## config.mk

```make
export PLATFORM = sky130hd
export DESIGN_NAME = sb_mailbox
export DESIGN_NICKNAME = d
export VERILOG_FILES = /design/src/rtl/sbmb_pkg.sv /design/src/rtl/sbmb_hostdec.sv /design/src/rtl/sbmb_seq.sv /design/src/rtl/sbmb_regfile.sv /design/src/rtl/sb_mailbox.sv
export SDC_FILE = /design/constraint.sdc
export NUM_CORES = 1
export LEC_CHECK = 0
export BUFFER_PORTS_ARGS = -buffer_cell sky130_fd_sc_hd__buf_2
export CAP_MARGIN = 20
export CORE_MARGIN = 2
export CORE_UTILIZATION = 40
export DETAILED_ROUTE_END_ITERATION = 8
export PLACE_DENSITY = 0.68
export SETUP_SLACK_MARGIN = 0.2
export SLEW_MARGIN = 25
export SYNTH_ARGS = -nofsm -noshare
export SYNTH_HDL_FRONTEND = slang
export SYNTH_SLANG_ARGS = --single-unit
```

## constraint.sdc

```tcl
create_clock -name clk -period 2.2 [get_ports clk]
set_input_delay 0.33 -clock clk [delete_from_list [all_inputs] [get_ports clk]]
set_output_delay 0.33 -clock clk [all_outputs]
set_load 0.05 [all_outputs]
```

## src/rtl/sbmb_pkg.sv

```systemverilog
package sbmb_pkg;

  // Command word bits 31:1; field order matches the doorbell bit layout.
  typedef struct packed {
    logic [7:0] devfn;   // 31:24
    logic [7:0] opcode;  // 23:16
    logic [7:0] port;    // 15:8
    logic [3:0] be;      // 7:4
    logic [2:0] bar;     // 3:1
  } sb_cmd_t;

  localparam int CMD_W = $bits(sb_cmd_t);

  typedef enum logic [1:0] {
    MB_IDLE = 2'd0,
    MB_REQ  = 2'd1,
    MB_WAIT = 2'd2
  } mb_state_t;

  // Word index of each register (hst_addr[3:2]).
  localparam logic [1:0] IDX_DOOR = 2'd0;
  localparam logic [1:0] IDX_DATA = 2'd1;
  localparam logic [1:0] IDX_ADDR = 2'd2;
  localparam logic [1:0] IDX_STAT = 2'd3;

  localparam logic [7:0] OPC_RD_PHY = 8'd0;
  localparam logic [7:0] OPC_RD_MGT = 8'd6;

  function automatic logic op_is_read(input logic [7:0] op);
    return (op == OPC_RD_PHY) || (op == OPC_RD_MGT);
  endfunction

  function automatic sb_cmd_t word_to_cmd(input logic [31:0] w);
    return sb_cmd_t'(w[31:1]);
  endfunction

  function automatic logic [31:0] cmd_to_word(input sb_cmd_t c, input logic busy);
    return {c, busy};
  endfunction

endpackage

```

## src/rtl/sbmb_hostdec.sv

```systemverilog
module sbmb_hostdec
  import sbmb_pkg::*;
#(
  parameter int HOST_AW = 4,
  parameter int DATA_W  = 32,
  parameter int SB_AW   = 32
) (
  input  logic               wr_en,
  input  logic [HOST_AW-1:0] addr,
  input  logic               busy,
  output logic               door_go,
  output logic               door_rej,
  output logic               data_we,
  output logic               addr_we,
  output logic               stat_we,
  input  sb_cmd_t            cmd_q,
  input  logic [DATA_W-1:0]  data_q,
  input  logic [SB_AW-1:0]   addr_q,
  input  logic               err_q,
  output logic [DATA_W-1:0]  rdata
);

  logic [1:0] idx;
  logic [3:0] hit;

  assign idx = addr[3:2];

  for (genvar g = 0; g < 4; g++) begin : g_hit
    assign hit[g] = wr_en && (idx == 2'(g));
  end

  assign door_go  = hit[IDX_DOOR] && !busy;
  assign door_rej = hit[IDX_DOOR] &&  busy;
  assign data_we  = hit[IDX_DATA] && !busy;
  assign addr_we  = hit[IDX_ADDR] && !busy;
  assign stat_we  = hit[IDX_STAT];

  always_comb begin
    unique case (idx)
      IDX_DOOR: rdata = DATA_W'(cmd_to_word(cmd_q, busy));
      IDX_DATA: rdata = data_q;
      IDX_ADDR: rdata = DATA_W'(addr_q);
      default:  rdata = DATA_W'(err_q);
    endcase
  end

endmodule

```

## src/rtl/sbmb_seq.sv

```systemverilog
module sbmb_seq
  import sbmb_pkg::*;
(
  input  logic clk,
  input  logic rst_n,
  input  logic launch,
  input  logic req_ready,
  input  logic rsp_valid,
  output logic busy,
  output logic req_valid,
  output logic req_hs,
  output logic rsp_accept
);

  mb_state_t st_q, st_d;

  assign busy       = (st_q != MB_IDLE);
  assign req_valid  = (st_q == MB_REQ);
  assign req_hs     = req_valid && req_ready;
  assign rsp_accept = (st_q == MB_WAIT) && rsp_valid;

  always_comb begin
    st_d = st_q;
    unique case (st_q)
      MB_IDLE: if (launch)     st_d = MB_REQ;
      MB_REQ:  if (req_ready)  st_d = MB_WAIT;
      MB_WAIT: if (rsp_valid)  st_d = MB_IDLE;
      default:                 st_d = MB_IDLE;
    endcase
  end

  always_ff @(posedge clk) begin
    if (!rst_n) st_q <= MB_IDLE;
    else        st_q <= st_d;
  end

endmodule

```

## src/rtl/sbmb_regfile.sv

```systemverilog
module sbmb_regfile
  import sbmb_pkg::*;
#(
  parameter int DATA_W = 32,
  parameter int SB_AW  = 32
) (
  input  logic              clk,
  input  logic              rst_n,
  input  logic              door_go,
  input  logic              door_rej,
  input  logic              data_we,
  input  logic              addr_we,
  input  logic              stat_we,
  input  logic [DATA_W-1:0] wdata,
  input  logic              rsp_accept,
  input  logic [DATA_W-1:0] rsp_data,
  output sb_cmd_t           cmd_q,
  output logic [DATA_W-1:0] data_q,
  output logic [SB_AW-1:0]  addr_q,
  output logic              err_q,
  output logic              rd_q
);

  assign rd_q = op_is_read(cmd_q.opcode);

  always_ff @(posedge clk) begin
    if (!rst_n) begin
      cmd_q <= '0;
    end else if (door_go) begin
      cmd_q <= word_to_cmd(32'(wdata));
    end
  end

  always_ff @(posedge clk) begin
    if (!rst_n) begin
      addr_q <= '0;
    end else if (addr_we) begin
      addr_q <= wdata[SB_AW-1:0];
    end
  end

  always_ff @(posedge clk) begin
    if (!rst_n) begin
      data_q <= '0;
    end else if (rsp_accept && rd_q) begin
      data_q <= rsp_data;
    end else if (data_we) begin
      data_q <= wdata;
    end
  end

  always_ff @(posedge clk) begin
    if (!rst_n) begin
      err_q <= 1'b0;
    end else if (door_rej) begin
      err_q <= 1'b1;
    end else if (stat_we && wdata[0]) begin
      err_q <= 1'b0;
    end
  end

endmodule

```

## src/rtl/sb_mailbox.sv

```systemverilog
module sb_mailbox
  import sbmb_pkg::*;
#(
  parameter int HOST_AW = 4,
  parameter int DATA_W  = 32,
  parameter int SB_AW   = 32
) (
  input  logic               clk,
  input  logic               rst_n,
  input  logic               hst_wr_en,
  input  logic [HOST_AW-1:0] hst_addr,
  input  logic [DATA_W-1:0]  hst_wdata,
  output logic [DATA_W-1:0]  hst_rdata,
  output logic               req_valid,
  input  logic               req_ready,
  output logic               req_write,
  output logic [SB_AW-1:0]   req_addr,
  output logic [DATA_W-1:0]  req_data,
  output logic [7:0]         req_devfn,
  output logic [7:0]         req_opcode,
  output logic [7:0]         req_port,
  output logic [3:0]         req_be,
  output logic [2:0]         req_bar,
  input  logic               rsp_valid,
  input  logic [DATA_W-1:0]  rsp_data
);

  // Named internal events, visible to the bound checker.
  logic              busy;
  logic              launch_evt;
  logic              reject_evt;
  logic              rsp_accept;
  logic              req_hs;
  logic              data_we, addr_we, stat_we;
  logic              err_q;
  logic              rd_q;
  sb_cmd_t           cmd_q;
  logic [DATA_W-1:0] data_q;
  logic [SB_AW-1:0]  addr_q;

  sbmb_hostdec #(.HOST_AW(HOST_AW), .DATA_W(DATA_W), .SB_AW(SB_AW)) u_dec (
    .wr_en    (hst_wr_en),
    .addr     (hst_addr),
    .busy     (busy),
    .door_go  (launch_evt),
    .door_rej (reject_evt),
    .data_we  (data_we),
    .addr_we  (addr_we),
    .stat_we  (stat_we),
    .cmd_q    (cmd_q),
    .data_q   (data_q),
    .addr_q   (addr_q),
    .err_q    (err_q),
    .rdata    (hst_rdata)
  );

  sbmb_seq u_seq (
    .clk        (clk),
    .rst_n      (rst_n),
    .launch     (launch_evt),
    .req_ready  (req_ready),
    .rsp_valid  (rsp_valid),
    .busy       (busy),
    .req_valid  (req_valid),
    .req_hs     (req_hs),
    .rsp_accept (rsp_accept)
  );

  sbmb_regfile #(.DATA_W(DATA_W), .SB_AW(SB_AW)) u_regs (
    .clk        (clk),
    .rst_n      (rst_n),
    .door_go    (launch_evt),
    .door_rej   (reject_evt),
    .data_we    (data_we),
    .addr_we    (addr_we),
    .stat_we    (stat_we),
    .wdata      (hst_wdata),
    .rsp_accept (rsp_accept),
    .rsp_data   (rsp_data),
    .cmd_q      (cmd_q),
    .data_q     (data_q),
    .addr_q     (addr_q),
    .err_q      (err_q),
    .rd_q       (rd_q)
  );

  assign req_write  = !rd_q;
  assign req_data   = rd_q ? '0 : data_q;
  assign req_addr   = addr_q;
  assign req_devfn  = cmd_q.devfn;
  assign req_opcode = cmd_q.opcode;
  assign req_port   = cmd_q.port;
  assign req_be     = cmd_q.be;
  assign req_bar    = cmd_q.bar;

endmodule

```

==> metrics.md, run 1 <==
| Metric | Value |
|---|---|
| # IOs | `202` |
| Worst r2r dst | `u_regs.data_q[16]$_SDFFE_PN0P_` |
| Top-count cell post-synth | `nand2_1` |
| CTS root buffer | `clkbuf_16` |
| CP max stage cell | `nor4_4` |
| Footprint of the multi-input gates | `2610 um2` |
| Syn avg cell area | `7.66 um2` |
| Initial antenna violation count | `2` |
| Post-layout util | `0.563` |
| Total of max-cap violations | `0` |
| Post-synth EDFFs | `0` |
| Status | `finished with violations` |
| Clk buf depth | `2` |
| Post-route insts no fill | `957` |
| Max frequency | `464 MHz` |
| Switching fraction of total power | `0.302` |
| Setup CP Type | `register to primary output` |
| # rows | `39` |
| FFs w/ async S/R, synth | `0` |
| Die Ht | `113 um` |
| Power per Cell Area | `672 nW/um2` |
| H-tree levels | `3` |
| HP Class | `input port to register` |
| Gate power share | `0.200` |
| Layer with the highest usage | `met2` |
| Syn nets | `692` |
| Worst Path Max Fanout | `17` |
| Skew final | `0.00935 ns` |
| Internal power | `3.04 mW` |
| First-pass GRT wire length | `24.5 mm` |
| Worst Path Required | `1.87 ns` |
| Net Switching | `1.32 mW` |
| Die Area | `12,700 um2` |
| Global-route met1 utilization | `0.297` |
| Tightest Pin Transition | `0.562 ns` |
| Clk pwr share | `0.366` |
| Dominant cell type by area after synthesis | `dfxtp_1` |
| Final HPWL DP | `10.8 mm` |
| Die X | `113 um` |
| Syn Std Cell Area | `4740 um2` |
| P_leak | `2.91 nW` |
| Synth cell types | `30` |
| Layout cells sized above 1 | `0.327` |
| CP max stage delay | `0.38 ns` |
| Synth area leaders | `dfxtp_1 (41%), nand2_1 (18%), a21boi_1 (9.5%)` |
| Reg2reg path depth | `7` |
| Final wirelength | `16.0 mm` |
| Area share of the largest cell type after synthesis | `0.414` |
| Cell family with most CP delay | `simple AND/OR/NAND/NOR gates` |
| Met3 usage | `0.0445` |
| RSZ-0062 raised after global routing | `true` |
| Most used DFF post-synth | `dfxtp_1` |
| Hold slack | `0.244 ns` |
| Worst-path clk slew | `0.07 ns` |
| DP Area | `5920 um2` |
| Startpoint Class | `register` |
| Seq/Total Area, Yosys | `0.414` |
| Port Buf Inserts | `199` |
| Crit path from | `u_regs.cmd_q[22]$_SDFFE_PN0P_` |
| Final Hold Vio Count | `0` |
| Crit share post-route | `0.979` |
| Worst EP arrival | `1.82 ns` |
| Ys Warns | `0` |
| Core box area | `11,500 um2` |
| Met2 Usage GRT | `0.411` |
| CP endpoint | `req_data[30]` |
| Critical Path Stages | `5` |
| Initial Utilization | `0.412` |
| Overflow after GRT | `0` |
| Post-route setup slack | `0.0466 ns` |
| Max transition margin | `0.625` |
| CP Capture Type | `primary output` |
| Fin crit period | `2.15 ns` |
| Critical-path cell list | `nor4_4 > nand3_4 > buf_12 > and2_2 > buf_4` |
| Post-Layout Inst Area | `6490 um2` |
| Buf/Inv on CP | `2` |
| Pre-Repair DR Iteration Count | `8` |
| Area growth from synthesis to layout | `36.8%` |
| Net count, final | `881` |
| Violated checks | `DRC` |
| Post-detailed-route wirelength per cell | `16.7 um` |
| Reg-to-Reg Start | `u_regs.cmd_q[22]$_SDFFE_PN0P_` |
| Max-slew violations | `0` |
| VDD IR max | `0.420 mV` |
| Worst slack, placed | `0.401 ns` |
| Yosys reg bits | `98` |
| Reg power frac | `0.434` |
| Commonest cells post-synth | `nand2_1 (223), dfxtp_1 (98), o21ai_0 (64), a21boi_1 (60)` |
| Placer Congestion | `0.800` |
| Via count | `5,106` |
| Tot GR Track Use | `0.239` |
| Number of CTS-inserted buffers | `9` |
| 1st-iter DRT viols | `312` |
| Antenna Violating Nets Remaining | `0` |
| DRC | `12` |
| Clk_lat worst skew | `0.34 ns` |
| Vias in the first global route | `4,830` |
| CTS Sinks | `98` |
| Clock tree from TritonCTS | `yes` |
| Inst Count DP | `934` |
| Register area | `1970 um2` |
| Final setup violation count | `0` |
| Syn Inst Count | `619` |
| Reg2Reg Setup Slack | `0.34 ns` |
| Fillers | `1,077` |
| Vias per inst | `5.34` |
| Hold_sp | `hst_wdata[31]` |
| Largest net degree at the start of global routing | `47` |
[metal layers]
layer | routed length [um] | up-vias | part of all wire
met4 | 348 | 2 | 0.022
met1 | 6560 | 2398 | 0.41
met3 | 1200 | 32 | 0.075
li1 | - | 2452 | -
met5 | 13 | - | 0.00081
met2 | 7870 | 222 | 0.49
[cell type report]
type / count / area share
timing repair buffer: 229 / 0.219
antenna: 1 / 0.000386
sequential: 98 / 0.304
multi-input combinational: 470 / 0.403
tap: 143 / 0.0276
clock buffer: 11 / 0.0374
clock inverter: 5 / 0.00945
[layout by cell type (no fill, tap or decap), types with 2 or more instances in the layout]
cell and instances:
nor2b_1 3, a21boi_0 3, a31oi_1 32, buf_12 4, and3b_1 2, and2_1 24
nand2_1 223, dfxtp_1 94, dfxtp_4 2, and2_4 8, buf_8 9, nor2_1 2
a21boi_1 60, buf_2 170, clkinv_4 2, o21ai_0 33, dfxtp_2 2, mux2i_1 31
o21ai_1 31, clkbuf_16 9, buf_4 44, buf_6 2
[flip-flops by register name, indices dropped and copies added, names as in the netlist]
name,cells
u_seq.st_q,2
u_regs.addr_q,32
u_regs.data_q,32
u_regs.cmd_q,31
u_regs.err_q,1
[timing repair]
item | 4_1_cts | 5_1_grt
gates cloned | 0 | 1
pin swaps | 1 | 3
hold buffers | 0 | 0
buffers inserted | 1 | 4
gates resized for setup | 30 | 46
setup endpoints to repair | 33 | 34
[power groups by stage]
| stage | Clock [mW] | Combinational, mW | Sequential (mW) |
|---|---|---|---|
| final | 1.60 | 0.872 | 1.89 |
| after global routing | 1.69 | 0.927 | 1.90 |
| after CTS | 1.62 | 0.812 | 1.89 |
| after detailed placement | 0 | 0.799 | 1.93 |
| after global placement | 0 | 0.785 | 1.93 |
| after floorplan | 0 | 0.410 | 2.05 |
[cell families after synthesis]
logic type / synth area share
multiplexers: 0.0702
XOR/XNOR: 0.00185
flip-flops: 0.414
AND/OR/NAND/NOR: 0.250
buffers and inverters: 0.0507
AO/OA/AOI/OAI: 0.214
[worst reg2reg max path, delay by kind of cell, from the launching register on]
| family | cells | cell delay [ns] |
|---|---|---|
| flops | 1 | 0.36 |
| compound gates | 2 | 0.31 |
| simple gates | 2 | 0.47 |
| buf+inv | 3 | 0.56 |
[through the flow]
stage | setup TNS (ns) | total power, mW
final | 0 | 4.36
after global routing | -0.0151 | 4.52
after CTS | 0 | 4.33
after detailed placement | 0 | 2.73
after global placement | 0 | 2.71
after floorplan | 0 | 2.46
[worst min-delay path by stage]
stage                                endpoint  cells past startpoint  slack, ns
6_report        u_regs.cmd_q[30]$_SDFFE_PN0P_                      3       0.24
2_1_floorplan       u_regs.err_q$_SDFFE_PN0P_                      2       0.44
4_1_cts         u_regs.cmd_q[30]$_SDFFE_PN0P_                      3       0.24
3_5_place_dp     u_regs.cmd_q[3]$_SDFFE_PN0P_                      2       0.46
3_3_place_gp    u_regs.cmd_q[30]$_SDFFE_PN0P_                      2       0.45
5_1_grt        u_regs.addr_q[11]$_SDFFE_PN0P_                      3       0.25
Note: power is estimated with default switching activity, not from simulation.
==> inputs of run 2 (changes only) <==
Settings changed: CORE_UTILIZATION 40 to 45, PLACE_DENSITY 0.68 to 0.75.
==> metrics.md, run 2 (synthesis results as in run 1) <==
| Metric | Value |
|---|---|
| Status | `complete, no violations` |
| P_leak | `2.82 nW (-3.0%)` |
| Worst Path Required | `1.87 ns (about the same)` |
| Layout cells sized above 1 | `0.324 (-0.00333)` |
| Pre-Repair DR Iteration Count | `8 (unchanged)` |
| # rows | `37 (-5.1%)` |
| Initial Utilization | `0.461 (+0.0496)` |
| Global-route met1 utilization | `0.319 (+0.0227)` |
| Reg power frac | `0.480 (+0.046)` |
| HP Class | `input port to register` |
| 1st-iter DRT viols | `366 (+17%)` |
| Cell family with most CP delay | `simple AND/OR/NAND/NOR gates` |
| Footprint of the multi-input gates | `2590 um2 (-0.91%)` |
| Most common cell after layout, fill and taps aside | `nand2_1` |
| Largest net degree at the start of global routing | `99 (+110%)` |
| Met3 usage | `0.0608 (+0.0163)` |
| Clk pwr share | `0.306 (-0.060)` |
| Antenna Violating Nets Remaining | `0 (unchanged)` |
| # IOs | `202 (unchanged)` |
| Net count, final | `877 (-0.45%)` |
| Post-Layout Inst Area | `6310 um2 (-2.8%)` |
| CP Capture Type | `primary output` |
| Core box area | `10,300 um2 (-11%)` |
| Die X | `107 um (-5.5%)` |
| Final Hold Vio Count | `0 (unchanged)` |
| Cts hold-fix bufs | `0 (unchanged)` |
| RSZ-0062 raised after global routing | `true` |
| CP max stage delay | `0.36 ns (-0.02 ns)` |
| Critical-path cell list | `nor4_4 > nand3_2 > buf_12 > and2_1 > buf_4` |
| Layer with the highest usage | `met2` |
| Clk buf depth | `2 (unchanged)` |
| Vias per inst | `5.39 (+1.1%)` |
| DRC | `0 (-12)` |
| Power per Cell Area | `624 nW/um2 (-7.2%)` |
| Switching fraction of total power | `0.315 (+0.0127)` |
| Most frequent cells in the layout | `nand2_1 (223), buf_2 (166), dfxtp_1 (93), a21boi_1 (60), buf_4 (48)` |
| H-tree levels | `3 (unchanged)` |
| VDD IR max | `0.315 mV (-25%)` |
| Total of max-cap violations | `0 (unchanged)` |
| Crit share post-route | `0.944 (-0.0351)` |
| Initial antenna violation count | `2 (unchanged)` |
| Number of CTS-inserted buffers | `9 (unchanged)` |
| Tot GR Track Use | `0.259 (+0.0202)` |
| Max transition margin | `0.736 (+0.111)` |
| Area growth from synthesis to layout | `33.0%` |
| Fillers | `935 (-13%)` |
| Final wirelength | `15.1 mm (-5.7%)` |
| Final setup violation count | `0 (unchanged)` |
| CTS root buffer | `clkbuf_8` |
| Net Switching | `1.24 mW (-6.0%)` |
| Met2 Usage GRT | `0.439 (+0.0282)` |
| Startpoint Class | `register` |
| Post-route setup slack | `0.124 ns (+0.0772 ns)` |
| Worst-path clk slew | `0.09 ns (+0.02 ns)` |
| Setup CP Type | `register to primary output` |
| Via count | `5,102 (-0.078%)` |
| Overflow after GRT | `0 (unchanged)` |
| CTS Sinks | `98 (unchanged)` |
| Clock tree from TritonCTS | `yes` |
| Max frequency | `482 MHz (+3.7%)` |
| Worst EP arrival | `1.75 ns (-0.07 ns)` |
| Buf/Inv on CP | `2 (unchanged)` |
| Final HPWL DP | `10.5 mm (-2.5%)` |
| Total negative slack | `0 ns (unchanged)` |
| Placer Congestion | `0.836 (+4.5%)` |
| Die Area | `11,400 um2 (-11%)` |
| First-pass GRT wire length | `23.6 mm (-3.6%)` |
| Worst slack, placed | `0.290 ns (-0.111 ns)` |
| CP max stage cell | `dfxtp_2` |
| Register area | `1970 um2 (about the same)` |
| Skew final | `0.00507 ns (-0.00428 ns)` |
| Clk_lat worst skew | `0.36 ns (+0.02 ns)` |
| Die Ht | `107 um (-5.5%)` |
| Top flop regs | `u_regs.addr_q x32, u_regs.data_q x32, u_regs.cmd_q x31` |
| Tightest Pin Transition | `0.395 ns (-0.168 ns)` |
| Internal power | `2.69 mW (-11%)` |
| Vias in the first global route | `4,784 (-0.95%)` |
| Port Buf Inserts | `199 (unchanged)` |
| Worst Path Max Fanout | `23 (+6)` |
| Gate power share | `0.213 (+0.013)` |
| Max-slew violations | `0 (unchanged)` |
| DP Area | `5910 um2 (about the same)` |
| Post-detailed-route wirelength per cell | `15.9 um (-4.6%)` |
| Fin crit period | `2.08 ns (-0.0772 ns)` |
-- run 2: cell types whose count changed in the layout (fill, tap and decap cells not counted), moves of 2 or more --
cell and change:
clkinvlp_4 +2, buf_12 +2, and2_4 -8, clkbuf_8 +10, buf_8 -8, buf_4 +4
buf_2 -4, clkinv_4 -2, buf_6 +2, dfxtp_2 +2, and2_2 +7, clkbuf_16 -9
-- run 2: area by class of cell --
type                    instances  share of cell area
multi-input cells             470               0.410
flip-flops and latches         98               0.312
repair buffers                225               0.217
well taps                     136              0.0270
clock buffers                  12              0.0246
clock inverters                 4             0.00793
diodes                          1            0.000397
-- run 2: tightest hold or removal path, delay by kind of cell --
kind / cells / cell delay [ns]
buffers and inverters: 1 / 0.11
AND/OR/NAND/NOR: 1 / 0.05
AO/OA/AOI/OAI: 1 / 0.04
-- run 2: worst paths after layout --
check | from | endpoint | slack (ns) | cells after the start
min reg2reg | u_regs.addr_q[23]$_SDFFE_PN0P_ | u_regs.addr_q[23]$_SDFFE_PN0P_ | 0.48 | 2
min | hst_wdata[24] | u_regs.cmd_q[23]$_SDFFE_PN0P_ | 0.22 | 3
max reg2reg | u_seq.st_q[1]$_SDFFE_PN0P_ | u_regs.addr_q[6]$_SDFFE_PN0P_ | 0.40 | 6
max | u_regs.cmd_q[22]$_SDFFE_PN0P_ | req_data[1] | 0.12 | 5
-- run 2: per-stage QoR --
stage | total power, mW | util | hold WS (ns) | instances
2_1_floorplan | 2.46 | - | 0.441 | 619
3_3_place_gp | 2.71 | 0.575 | 0.454 | 925
3_5_place_dp | 2.72 | 0.575 | 0.462 | 925
4_1_cts | 3.93 | 0.612 | 0.205 | 944
5_1_grt | 4.08 | 0.614 | 0.203 | 946
6_report | 3.93 | 0.614 | 0.215 | 946
-- run 2: power by group through the flow --
| stage | clock (mW) | sequential [mW] | combinational (mW) |
|---|---|---|---|
| final | 1.21 | 1.89 | 0.839 |
| after global routing | 1.30 | 1.90 | 0.888 |
| after CTS | 1.22 | 1.89 | 0.828 |
| after detailed placement | 0 | 1.93 | 0.795 |
| after global placement | 0 | 1.93 | 0.781 |
| after floorplan | 0 | 2.05 | 0.410 |
-- run 2: metal layers --
metal	part of all wire	up-vias
met2	0.49	237
li1	-	2441
met5	0.00073	-
met3	0.080	20
met1	0.41	2402
met4	0.014	2
-- run 2: repair_timing --
action,4_1_cts,5_1_grt
resized for setup,51,2
endpoints found under the setup margin,34,32
cloned,0,0
pin swaps,2,1
buffers inserted,3,1
